### src/rtl/disp_scan_pkg.sv
`timescale 1ns/1ps
package disp_scan_pkg;
  localparam int CODE_W = 6;
  localparam int SEG_W  = 17;
  localparam logic [CODE_W-1:0] BLANK_CODE = 6'h20;

  typedef logic [CODE_W-1:0] code_t;
  typedef logic [SEG_W-1:0]  seg_t;

  // placeholder glyph set; real fonts replace this function
  function automatic seg_t glyph(input code_t c);
    if (c == BLANK_CODE) return '0;
    return {c, ~c, c[4:0] ^ {5{c[5]}}};
  endfunction
endpackage

### src/rtl/scan_prescaler.sv
`timescale 1ns/1ps
module scan_prescaler #(
  parameter int DIV = 64,
  localparam int CW = $clog2(DIV)
) (
  input  logic          clk_i,
  input  logic          rst_ni,
  input  logic          clr_i,
  input  logic          tick_i,
  output logic [CW-1:0] cnt_o,
  output logic          wrap_o
);
  logic [CW-1:0] cnt_q;
  localparam logic [CW-1:0] LAST = CW'(DIV - 1);

  always_ff @(posedge clk_i or negedge rst_ni) begin
    if (!rst_ni)     cnt_q <= '0;
    else if (clr_i)  cnt_q <= '0;
    else if (tick_i) cnt_q <= (cnt_q == LAST) ? '0 : cnt_q + 1'b1;
  end

  assign cnt_o  = cnt_q;
  assign wrap_o = tick_i && (cnt_q == LAST);


  pre_hold_chk: assert property (@(posedge clk_i) disable iff (!rst_ni)
    (!tick_i && !clr_i) |=> $stable(cnt_q));

  pre_clear_chk: assert property (@(posedge clk_i) disable iff (!rst_ni)
    clr_i |=> (cnt_q == '0));
endmodule

### src/rtl/scan_char_counter.sv
`timescale 1ns/1ps
module scan_char_counter #(
  parameter int NUM = 8,
  localparam int IW = $clog2(NUM)
) (
  input  logic          clk_i,
  input  logic          rst_ni,
  input  logic          clr_i,
  input  logic          step_i,
  output logic [IW-1:0] idx_o
);
  logic [IW-1:0] idx_q;
  localparam logic [IW-1:0] LAST = IW'(NUM - 1);

  always_ff @(posedge clk_i or negedge rst_ni) begin
    if (!rst_ni)     idx_q <= '0;
    else if (clr_i)  idx_q <= '0;
    else if (step_i) idx_q <= (idx_q == LAST) ? '0 : idx_q + 1'b1;
  end

  assign idx_o = idx_q;


  idx_hold_chk: assert property (@(posedge clk_i) disable iff (!rst_ni)
    (!step_i && !clr_i) |=> $stable(idx_q));
endmodule

### src/rtl/scan_font.sv
`timescale 1ns/1ps
module scan_font
  import disp_scan_pkg::*;
#(
  localparam int ENTRIES = 2 ** CODE_W
) (
  input  code_t code_i,
  output seg_t  seg_o
);
  seg_t rom [ENTRIES];

  for (genvar i = 0; i < ENTRIES; i++) begin : g_rom
    assign rom[i] = glyph(CODE_W'(i));
  end

  assign seg_o = rom[code_i];
endmodule

### src/rtl/scan_out_stage.sv
`timescale 1ns/1ps
module scan_out_stage
  import disp_scan_pkg::*;
#(
  parameter int NUM = 8,
  localparam int IW = $clog2(NUM)
) (
  input  logic           clk_i,
  input  logic           rst_ni,
  input  logic           gap_i,
  input  logic           wr_i,
  input  logic           off_i,
  input  logic [IW-1:0]  sel_i,
  input  seg_t           seg_i,
  output logic [NUM-1:0] char_o,
  output seg_t           seg_o
);
  logic [NUM-1:0] dec;
  logic           dark;

  for (genvar k = 0; k < NUM; k++) begin : g_dec
    assign dec[k] = (sel_i == IW'(k));
  end

  assign dark = gap_i | wr_i | off_i;

  // both registered together so lines and segments never disagree
  always_ff @(posedge clk_i or negedge rst_ni) begin
    if (!rst_ni) begin
      char_o <= '0;
      seg_o  <= '0;
    end else begin
      char_o <= dark ? '0 : dec;
      seg_o  <= dark ? '0 : seg_i;
    end
  end


  char_onehot_chk: assert property (@(posedge clk_i) disable iff (!rst_ni)
    $onehot0(char_o));

  seg_needs_char_chk: assert property (@(posedge clk_i) disable iff (!rst_ni)
    (char_o == '0) |-> (seg_o == '0));

  wr_dark_chk: assert property (@(posedge clk_i) disable iff (!rst_ni)
    wr_i |=> (char_o == '0 && seg_o == '0));

  off_dark_chk: assert property (@(posedge clk_i) disable iff (!rst_ni)
    off_i |=> (char_o == '0 && seg_o == '0));
endmodule

### src/rtl/disp_scan_timer.sv
`timescale 1ns/1ps
module disp_scan_timer
  import disp_scan_pkg::*;
#(
  parameter int PRE_DIV   = 64,
  parameter int NUM_CHARS = 8,
  localparam int PW = $clog2(PRE_DIV),
  localparam int IW = $clog2(NUM_CHARS)
) (
  input  logic                 clk_i,
  input  logic                 rst_ni,
  input  logic                 tick_i,
  input  logic                 shutdown_i,
  input  logic                 wr_active_i,
  output logic [IW-1:0]        rd_addr_o,
  input  logic [CODE_W-1:0]    rd_data_i,
  output logic [NUM_CHARS-1:0] char_o,
  output logic [SEG_W-1:0]     seg_o
);
  logic [PW-1:0] pre_cnt;
  logic          pre_wrap;
  logic [IW-1:0] chr_idx;
  seg_t          glyph_seg;

  scan_prescaler #(.DIV(PRE_DIV)) u_pre (
    .clk_i (clk_i), .rst_ni(rst_ni), .clr_i(shutdown_i), .tick_i(tick_i),
    .cnt_o (pre_cnt), .wrap_o(pre_wrap)
  );

  scan_char_counter #(.NUM(NUM_CHARS)) u_chr (
    .clk_i(clk_i), .rst_ni(rst_ni), .clr_i(shutdown_i), .step_i(pre_wrap),
    .idx_o(chr_idx)
  );

  // writer owns the buffer port during a write
  assign rd_addr_o = wr_active_i ? '0 : chr_idx;

  scan_font u_font (.code_i(rd_data_i), .seg_o(glyph_seg));

  scan_out_stage #(.NUM(NUM_CHARS)) u_out (
    .clk_i (clk_i), .rst_ni(rst_ni),
    .gap_i (pre_cnt == '0), .wr_i(wr_active_i), .off_i(shutdown_i),
    .sel_i (chr_idx), .seg_i(glyph_seg),
    .char_o(char_o), .seg_o(seg_o)
  );


  gap_dark_chk: assert property (@(posedge clk_i) disable iff (!rst_ni)
    (pre_cnt == '0) |=> (char_o == '0));
endmodule

### config.mk
export PLATFORM = sky130hd
export DESIGN_NAME = disp_scan_timer
export DESIGN_NICKNAME = d
export VERILOG_FILES = /design/src/rtl/disp_scan_pkg.sv /design/src/rtl/scan_prescaler.sv /design/src/rtl/scan_char_counter.sv /design/src/rtl/scan_font.sv /design/src/rtl/scan_out_stage.sv /design/src/rtl/disp_scan_timer.sv
export SDC_FILE = /design/constraint.sdc
export NUM_CORES = 1
export LEC_CHECK = 0
export BUFFER_PORTS_ARGS = -buffer_cell sky130_fd_sc_hd__buf_2
export CAP_MARGIN = 20
export CORE_MARGIN = 2
export CORE_UTILIZATION = 35
export DETAILED_ROUTE_END_ITERATION = 6
export GPL_TIMING_DRIVEN = 0
export PLACE_DENSITY = 0.63
export SETUP_SLACK_MARGIN = 0.15
export SKIP_CTS_REPAIR_TIMING = 1
export SLEW_MARGIN = 25
export SYNTH_ARGS = -nofsm -noshare
export SYNTH_HDL_FRONTEND = slang
export SYNTH_SLANG_ARGS = --single-unit
### constraint.sdc
create_clock -name clk_i -period 1.5 [get_ports clk_i]
set_clock_uncertainty 0.1 [all_clocks]
set_input_delay 0.45 -clock clk_i [delete_from_list [all_inputs] [get_ports clk_i]]
set_output_delay 0.45 -clock clk_i [all_outputs]
set_load 0.1 [all_outputs]
==> reports/results.txt, run 1 <==
The worst setup path is launched from a register. The flow ran to the end, but the final reports show violations. In the synthesized netlist the dominant register cell turns out to be sky130_fd_sc_hd__dfrtp_1. Net switching is 28.93% of the power. Measured on the finished design, the core utilization comes to 62.16%. The number of nets in the synthesized netlist is 153.

Setup slack on the worst reg-to-reg path comes out at -0.12 ns. After synthesis, the most frequently instantiated cells are 34 x sky130_fd_sc_hd__dfrtp_1, 15 x sky130_fd_sc_hd__nor2_1, 8 x sky130_fd_sc_hd__a21oi_1, 8 x sky130_fd_sc_hd__ha_1, 7 x sky130_fd_sc_hd__and2_1. After synthesis, the largest area contributor takes up 55.97% of total cell area. In the final timing run, aggregate negative setup slack is -0.6726 ns.

Counting the buffers created by CTS gives 5. In this run the core area contains 23 standard-cell rows. Of the post-synthesis cell area, the part taken by muxes is 1.399%. The path class of the tightest hold or removal check is in2async. The critical path in this run is classified as reg2out. In this run the tightest slew margin relative to its limit is 49.10%. The number of buffers added on ports is 35. Based on the critical path, the design can be clocked at up to 609.7 MHz. The internal power component is 1.459 mW.

For the total leakage power, the log shows 1.068 nW. The clock transition at the register clock pins on the worst setup and hold paths after CTS came out at 0.07 ns. The clock tree synthesis step divided the H-tree into 2 levels. Broken down by cell family, the worst path's largest delay share belongs to flip-flops. Counting every sink on the clock net gives 34. The minimum period implied by the final worst setup slack was 1.640 ns. The slowest stage of the critical path belongs to the cell sky130_fd_sc_hd__dfrtp_1. After detailed routing, the number of vias per cell comes to 5.017. The number of design-rule violations left by the first detailed-router iteration is 41.

Setup violations remaining at the end of the flow were counted as 9. In this run the cell area of the synthesized design comes to 1520 µm². The final route contains 1184 vias. From bottom edge to top edge, the die measures 69.91 µm. The logs give 0 for the number of antenna violations at the first check in global routing and 35 for the number of unique standard cell types used by synthesis. After global routing the overflow that remains totals 0. Longest individual stage delay on the worst path: 0.42 ns. Measured in cells, the most critical reg-to-reg path has a length of 4.

The global placer's final weighted congestion was 0.7936. The synthesized netlist devotes 19.51% of its cell area to simple gates. The run gives 2171 µm as the HPWL reported at the end of detailed placement. The critical path contains buffers and inverters numbering 2 combined. The longest clock path from root to sink contains 2 buffers. The final critical path takes up 109.3% of the cycle. The worst slack at placement was -0.2026 ns; the ratio of total power to cell area was 808.5 nW/µm². At the pin with the least slew margin, the transition time is 0.7635 ns.

The tools report the final count of hold timing violations as 0. The tools report the proportion of power drawn by combinational gates as 19.0%. Tracing the worst setup path back leads to its startpoint at u_chr.idx_o[2]$_DFFE_PN0P_.

Final hold analysis gives a worst-case slack of 0.1366 ns. For this run, the detailed router's first-pass iteration total came to 4. The maximum fanout along the worst path was 6. TritonCTS built the clock tree. Traced cell by cell, the critical path runs through inv_2 -> nor2_4 -> buf_12. Yosys attributes the largest share of cell area to sky130_fd_sc_hd__dfrtp_1 56%, sky130_fd_sc_hd__ha_1 6.6%, sky130_fd_sc_hd__nor2_1 3.7%, sky130_fd_sc_hd__and2_1 2.9%, sky130_fd_sc_hd__a21oi_1 2.6%.

By area, the combinational part of the netlist is dominated by simple AND/OR/NAND/NOR gates. The logs give 13.65% for the global routing usage summed across all routing layers and 0.29 ns for the source-to-sink clock delay at the later pin of the worst-skew pair. The via count of the first global-routing pass is 1110, and the initial core utilization is 37.20%.

At the end of the flow, the number of nets in the layout was 204. The tools report the endpoint kind of the worst setup timing path as an output port. The final worst setup slack was -0.1401 ns; the power after layout was 2.054 mW. The die covers 4887 µm².

Maximum ir drop on the vdd rail: 0.4273 mV. The run gives 5.195% as the met3 usage. The layer flagged by global routing as most heavily used is met2. The run gives 34.0% as the clock group share of total power. After Yosys synthesis, full adders, half adders and majority gates account for 6.584% of the synthesized area. The final reports fail on negative setup slack.

The most critical setup path has its endpoint at rd_addr_o[2]. The tree is rooted in a sky130_fd_sc_hd__clkbuf_8. The logs give 16.02% for the met1 usage in global routing and 35 for the pin count of the biggest net entering global routing. Of the cells placed in the final design, the portion with a size suffix greater than 1 is 67.20%. For the worst setup path, the data arrival time is 1.09 ns.

Placement-stage cell area: 1868 µm². For this block, the routed nets add up to 3353 µm of wire. Max-cap violations in this run came to 0. Summed over all instances, the cell type with the most area after synthesis is sky130_fd_sc_hd__dfrtp_1. For this run, the register share of the synthesized area comes to 55.97%. The compound-gate portion of the synthesized area works out to 9.877%.

The count of antenna-violating nets left after detailed routing came out at 0. For this design the total switching power over the nets is 0.5941 mW. Setup repair after global routing could not meet its margin everywhere.

Global routing consumed, on the met2 layer, 21.69% of the routing resources. The first global-routing pass estimated 5202 µm of wire. 0 antenna diodes ended up in the layout.

The count of final max-slew check failures is 0, and the synthesis-stage register bit count is 34. The endpoint required time on the critical path was 0.95 ns; the number of enable-type register cells in the synthesized netlist was 0. 39 I/O pins were placed. In this run the number of cells on the critical path is 3.

The core region is 4086 µm². Most frequently used cell type in the post-synthesis netlist: sky130_fd_sc_hd__dfrtp_1. The synthesized netlist devotes 2.881% of its cell area to XOR and XNOR gates.

The sequential share of power was 47.1%; the post-synthesis average cell area was 11.34 µm². Including well taps, the total number of placed cells is 219. The synthesized netlist cell count is 134. The worst flop-to-flop path endpoint was u_chr.idx_o[1]$_DFFE_PN0P_. Leaving out filler cells and counting taps, the final layout contains 236. From synthesis to final layout, the design area changed by 67.08%. The share of flip-flops with an asynchronous set or reset after synthesis is 100.0%, and the number of synthesis warnings is 0.

The tools report the startpoint of the worst register-to-register path as u_chr.idx_o[0]$_DFFE_PN0P_. The die width is 69.91 µm, and the routed wire length per instance is 14.21 µm. The detailed-route DRC error count is 0, and the final design area excluding fillers is 2540 µm².
sequential cells by signal (all words and copies together) (netlist names):
register	count
u_out.seg_o	17
u_out.char_o	8
u_pre.cnt_o	6
u_chr.idx_o	3
cells in the final DEF (no fill, tap or decap), types with 2 or more instances in the layout:
master,instances
sky130_fd_sc_hd__a211oi_2,2
sky130_fd_sc_hd__a21oi_1,5
sky130_fd_sc_hd__a21oi_2,3
sky130_fd_sc_hd__a311oi_1,2
sky130_fd_sc_hd__and2_4,7
sky130_fd_sc_hd__and3_1,6
sky130_fd_sc_hd__buf_12,28
sky130_fd_sc_hd__buf_2,7
sky130_fd_sc_hd__buf_4,9
sky130_fd_sc_hd__buf_6,5
sky130_fd_sc_hd__clkbuf_1,2
sky130_fd_sc_hd__clkbuf_8,6
sky130_fd_sc_hd__dfrtp_1,4
sky130_fd_sc_hd__dfrtp_2,30
sky130_fd_sc_hd__ha_1,4
sky130_fd_sc_hd__ha_2,2
sky130_fd_sc_hd__ha_4,2
sky130_fd_sc_hd__inv_2,5
sky130_fd_sc_hd__nand2_1,3
sky130_fd_sc_hd__nand2b_1,2
sky130_fd_sc_hd__nand3_1,2
sky130_fd_sc_hd__nor2_1,9
sky130_fd_sc_hd__nor2_2,2
sky130_fd_sc_hd__nor2_4,4
sky130_fd_sc_hd__nor3_2,4
sky130_fd_sc_hd__nor3b_2,2
sky130_fd_sc_hd__o21ai_0,5
sky130_fd_sc_hd__or3_1,3
sky130_fd_sc_hd__xnor2_1,3
sky130_fd_sc_hd__xor2_1,2
worst min path at each step:
stage                 from                          to  slack (ns)  cells after the start
floorplan           rst_ni  u_chr.idx_o[0]$_DFFE_PN0P_        0.05                      0
detailed placement  rst_ni  u_pre.cnt_o[1]$_DFFE_PN0P_        0.46                      1
finish              rst_ni  u_pre.cnt_o[4]$_DFFE_PN0P_        0.14                      1
CTS                 rst_ni  u_pre.cnt_o[4]$_DFFE_PN0P_        0.15                      1
global route        rst_ni  u_pre.cnt_o[1]$_DFFE_PN0P_        0.19                      1
global placement    rst_ni  u_pre.cnt_o[1]$_DFFE_PN0P_        0.45                      1
worst register-to-register path, delay by kind of cell, from the launching register on:
family	cells	cell delay (ns)
compound gates	1	0.14
fa+ha+maj	2	0.39
flops	1	0.43
simple gates	1	0.51
per-layer routing:
layer  up-vias  wire (µm)  share of wire (%)
met3         7        139                4.1
met4         0         70                2.1
met1       580       1439                 43
met5         -          0                  0
met2        28       1705                 51
li1        569          -                  -
area by class of cell:
class	instances	area, µm²
fill	318	1546
clock buffer	7	86.33
inverter	5	18.77
buffer	7	57.56
sequential	34	888.4
clock inverter	1	5.005
multi-input combinational	88	750.7
timing repair buffer	44	670.6
tap	50	62.56
power groups by stage:
| stage | Sequential, mW | Combinational (mW) | Clock [mW] |
|---|---|---|---|
| 4_1_cts | 0.954 | 0.297 | 0.720 |
| 6_report | 0.966 | 0.390 | 0.698 |
| 3_5_place_dp | 0.972 | 0.296 | 0 |
| 5_1_grt | 0.968 | 0.414 | 0.755 |
| 2_1_floorplan | 1.10 | 0.0917 | 0 |
| 3_3_place_gp | 0.971 | 0.291 | 0 |
kinds of logic (layout without fill, tap and decap cells):
group,count (synthesis),count (layout)
simple gates,52,52
flops,34,34
compound gates,21,21
buf+inv,12,64
fa+ha+maj,8,8
xor+xnor,5,5
mux,2,2
Power figures use the tool's default switching activity.
==> inputs of run 2 (changes only) <==
CORE_ASPECT_RATIO = 1.1   (was unset)
==> run 2 against run 1 <==
  * The run still ends with negative setup slack left
  * Sequential power up 0.5%
  * Combinational power up 1%
  * Critical path depth unchanged
  * Critical path type unchanged
  * Final cell count up 2.1%
  * Flip-flop and latch count unchanged
  * Count of clock-buffer cells in the layout unchanged
  * Sequential share of layout area down 0.97 points
  * Hold slack worse by 0.023 ns
  * First-iteration DRC count down 29%
  * Critical endpoint unchanged
  * Total power up 6.0%
  * Via count down 0.17%
==> reports/results.txt, run 2 (synthesis gave the netlist of run 1 again) <==
The flow ran to the end, but the final reports show violations. The checks that failed: negative setup slack. Traced cell by cell, the critical path runs through inv_2 -> nor2_4 -> buf_12. STA classifies the critical path startpoint as a register. Dividing the detail-routed wire length by the instance count gives 14.65 µm. The H-tree was split into 2 levels. The critical path contains buffers and inverters numbering 2 combined. For this run, the post-layout net count is 205.

The run gives 0 as the max-capacitance violation count. Worst-path cell with the longest stage delay: sky130_fd_sc_hd__dfrtp_1. For this run, design rule violations remaining after detail routing come to 0. After clock tree synthesis, the clock-pin slew on the worst setup and hold paths is 0.06 ns. The ratio of final minimum period to clock period works out to 110.7%.

The critical path is of the reg2out type. The actual slew at the worst max-slew pin works out to 0.7218 ns. The register with the most flip-flops in the layout has 17 of them. For this design the top-level I/O count stands at 39.

The logs give 36.00% for the initial core utilization and 1182 for the number of vias in the routed layout. Power spread over the standard cell area amounts to 829.3 nW/µm². The number of setup violations in the final report is 12, and the worst slack at placement is -0.2060 ns. In this run the static leakage power is 1.080 nW. The congestion estimate from routability-driven global placement came to 0.7829. The number of antenna diodes in the final layout is 0. The tools report the endpoint kind of the worst setup timing path as an output port. The pin count of the biggest net entering global routing was 35. The total routed wirelength is 3531 µm, and the maximum clock insertion buffer count is 2. The fraction of layout instances using a drive strength above 1 was 67.38%; the post-detailed-route via-to-cell ratio was 4.905.

The vertical extent of the die was 73.12 µm. The worst register-to-register path has a depth of 4. The floorplan step defined a die boundary enclosing 4887 µm². The first global-routing pass estimated 4947 µm of wire.

The count of nets left with antenna violations once routing finished came out at 0. The length of the first detailed-routing pass in iterations came out at 4. The largest single stage delay on the critical path is 0.44 ns. For this run, the total global-route usage over all layers was measured as 14.11%. The run gives 4223 µm² as the core area.

The global route total overflow came out at 0. The die width was 66.84 µm; the power after layout was 2.176 mW. The number of design-rule violations left by the first detailed-router iteration was 29. The kind of cell with the highest combined delay along the critical path is flip-flops.

Hold timing on the final database bottoms out at a slack of 0.1134 ns. In this run the worst path has a maximum fanout of 6. The type of the most critical hold path is in2async. The startpoint of the worst register-to-register path is u_chr.idx_o[0]$_DFFE_PN0P_.

Derived from the worst setup path, the maximum achievable clock frequency is 602.0 MHz. During placement, the flow inserted port buffers numbering 35. The endpoint required time on the critical path was 0.95 ns. The number of antenna violations at the first check in global routing came out at 0. The maximum ir drop on the vdd rail came out at 0.4473 mV. Data on the critical path arrives at its endpoint at 1.11 ns. The layout overhead on the synthesized area was 72.59%. Adding up every negative setup slack in the final design gives -0.6633 ns. The minimum period implied by the final worst setup slack was 1.661 ns. The cell sitting at the root of the clock tree is a sky130_fd_sc_hd__clkbuf_8. The floorplan has 25 rows. The HPWL reported at the end of detailed placement is 2210 µm, and the final worst setup slack is -0.1612 ns. The logs give 62.13% for the final core utilization and 51.88% for the remaining max-slew budget at the tightest pin. TritonCTS built the clock tree. Worst flop-to-flop path endpoint: u_chr.idx_o[1]$_DFFE_PN0P_. Reg2reg setup slack: -0.12 ns.

The count of final max-slew check failures was 0; the number of CTS-inserted buffers was 5. The final count of hold timing violations is 0. The source-to-sink clock delay at the later pin of the worst-skew pair was 0.29 ns. The tools report the TritonCTS sink count as 34. In this run the worst setup path begins at u_chr.idx_o[2]$_DFFE_PN0P_. The library cells used most frequently in the layout, excluding fill and tap cells, are 33 x sky130_fd_sc_hd__dfrtp_2, 28 x sky130_fd_sc_hd__buf_12, 9 x sky130_fd_sc_hd__buf_4. The most frequent standard cell in the layout excluding fill and tap cells is sky130_fd_sc_hd__dfrtp_2. Setup repair after global routing could not meet its margin everywhere.

The via count of the first global-routing pass is 1073. The register name with the most flops was u_out.seg_o.
run 2: cell count changes in the layout (fill, tap and decap cells not counted), sizes merged:
cell	previous run	this run
buf	49	50
bufinv	0	1
clkinv	1	0
run 2: worst register-to-register path: cells and delay by family (launching register included):
family	cells	cell delay [ns]
compound gates	1	0.13
fa+ha+maj	2	0.35
flops	1	0.45
simple gates	1	0.52
run 2: how the worst max path moves through the flow:
stage | endpoint | slack [ns] | cells past startpoint
after CTS | rd_addr_o[2] | -0.42 | 3
after floorplan | u_chr.idx_o[0]$_DFFE_PN0P_ | -0.04 | 4
after global routing | rd_addr_o[2] | -0.23 | 3
final | rd_addr_o[2] | -0.16 | 3
after detailed placement | u_out.seg_o[16]$_DFF_PN0_ | -0.21 | 5
after global placement | rd_addr_o[2] | -0.19 | 3
run 2: layout make-up:
| type | count | area, µm² |
|---|---|---|
| clock buffers | 7 | 76.32 |
| plain buffers | 7 | 57.56 |
| flip-flops and latches | 34 | 892.1 |
| inverters | 5 | 18.77 |
| clock inverters | 1 | 30.03 |
| multi-input cells | 88 | 799.5 |
| repair buffers | 45 | 681.9 |
| well taps | 54 | 67.56 |
| fillers | 302 | 1599 |
run 2: per-layer routing:
layer	share of wire [%]	GRT usage, %	vias up
met5	0	0	-
met4	2.7	8.163	0
met3	3.6	4.630	7
met2	56	24.44	22
met1	38	14.81	587
li1	-	-	566
run 2: where the power goes:
group          switching, mW  internal, mW
clock network          0.314         0.496
logic                  0.247         0.148
registers             0.0271         0.943
run 2: through the flow:
stage          area (µm²)  std cells
6_report             2624        241
5_1_grt              2624        241
4_1_cts              1979        231
3_5_place_dp         1873        223
3_3_place_gp         1873        223
2_1_floorplan        1630        134
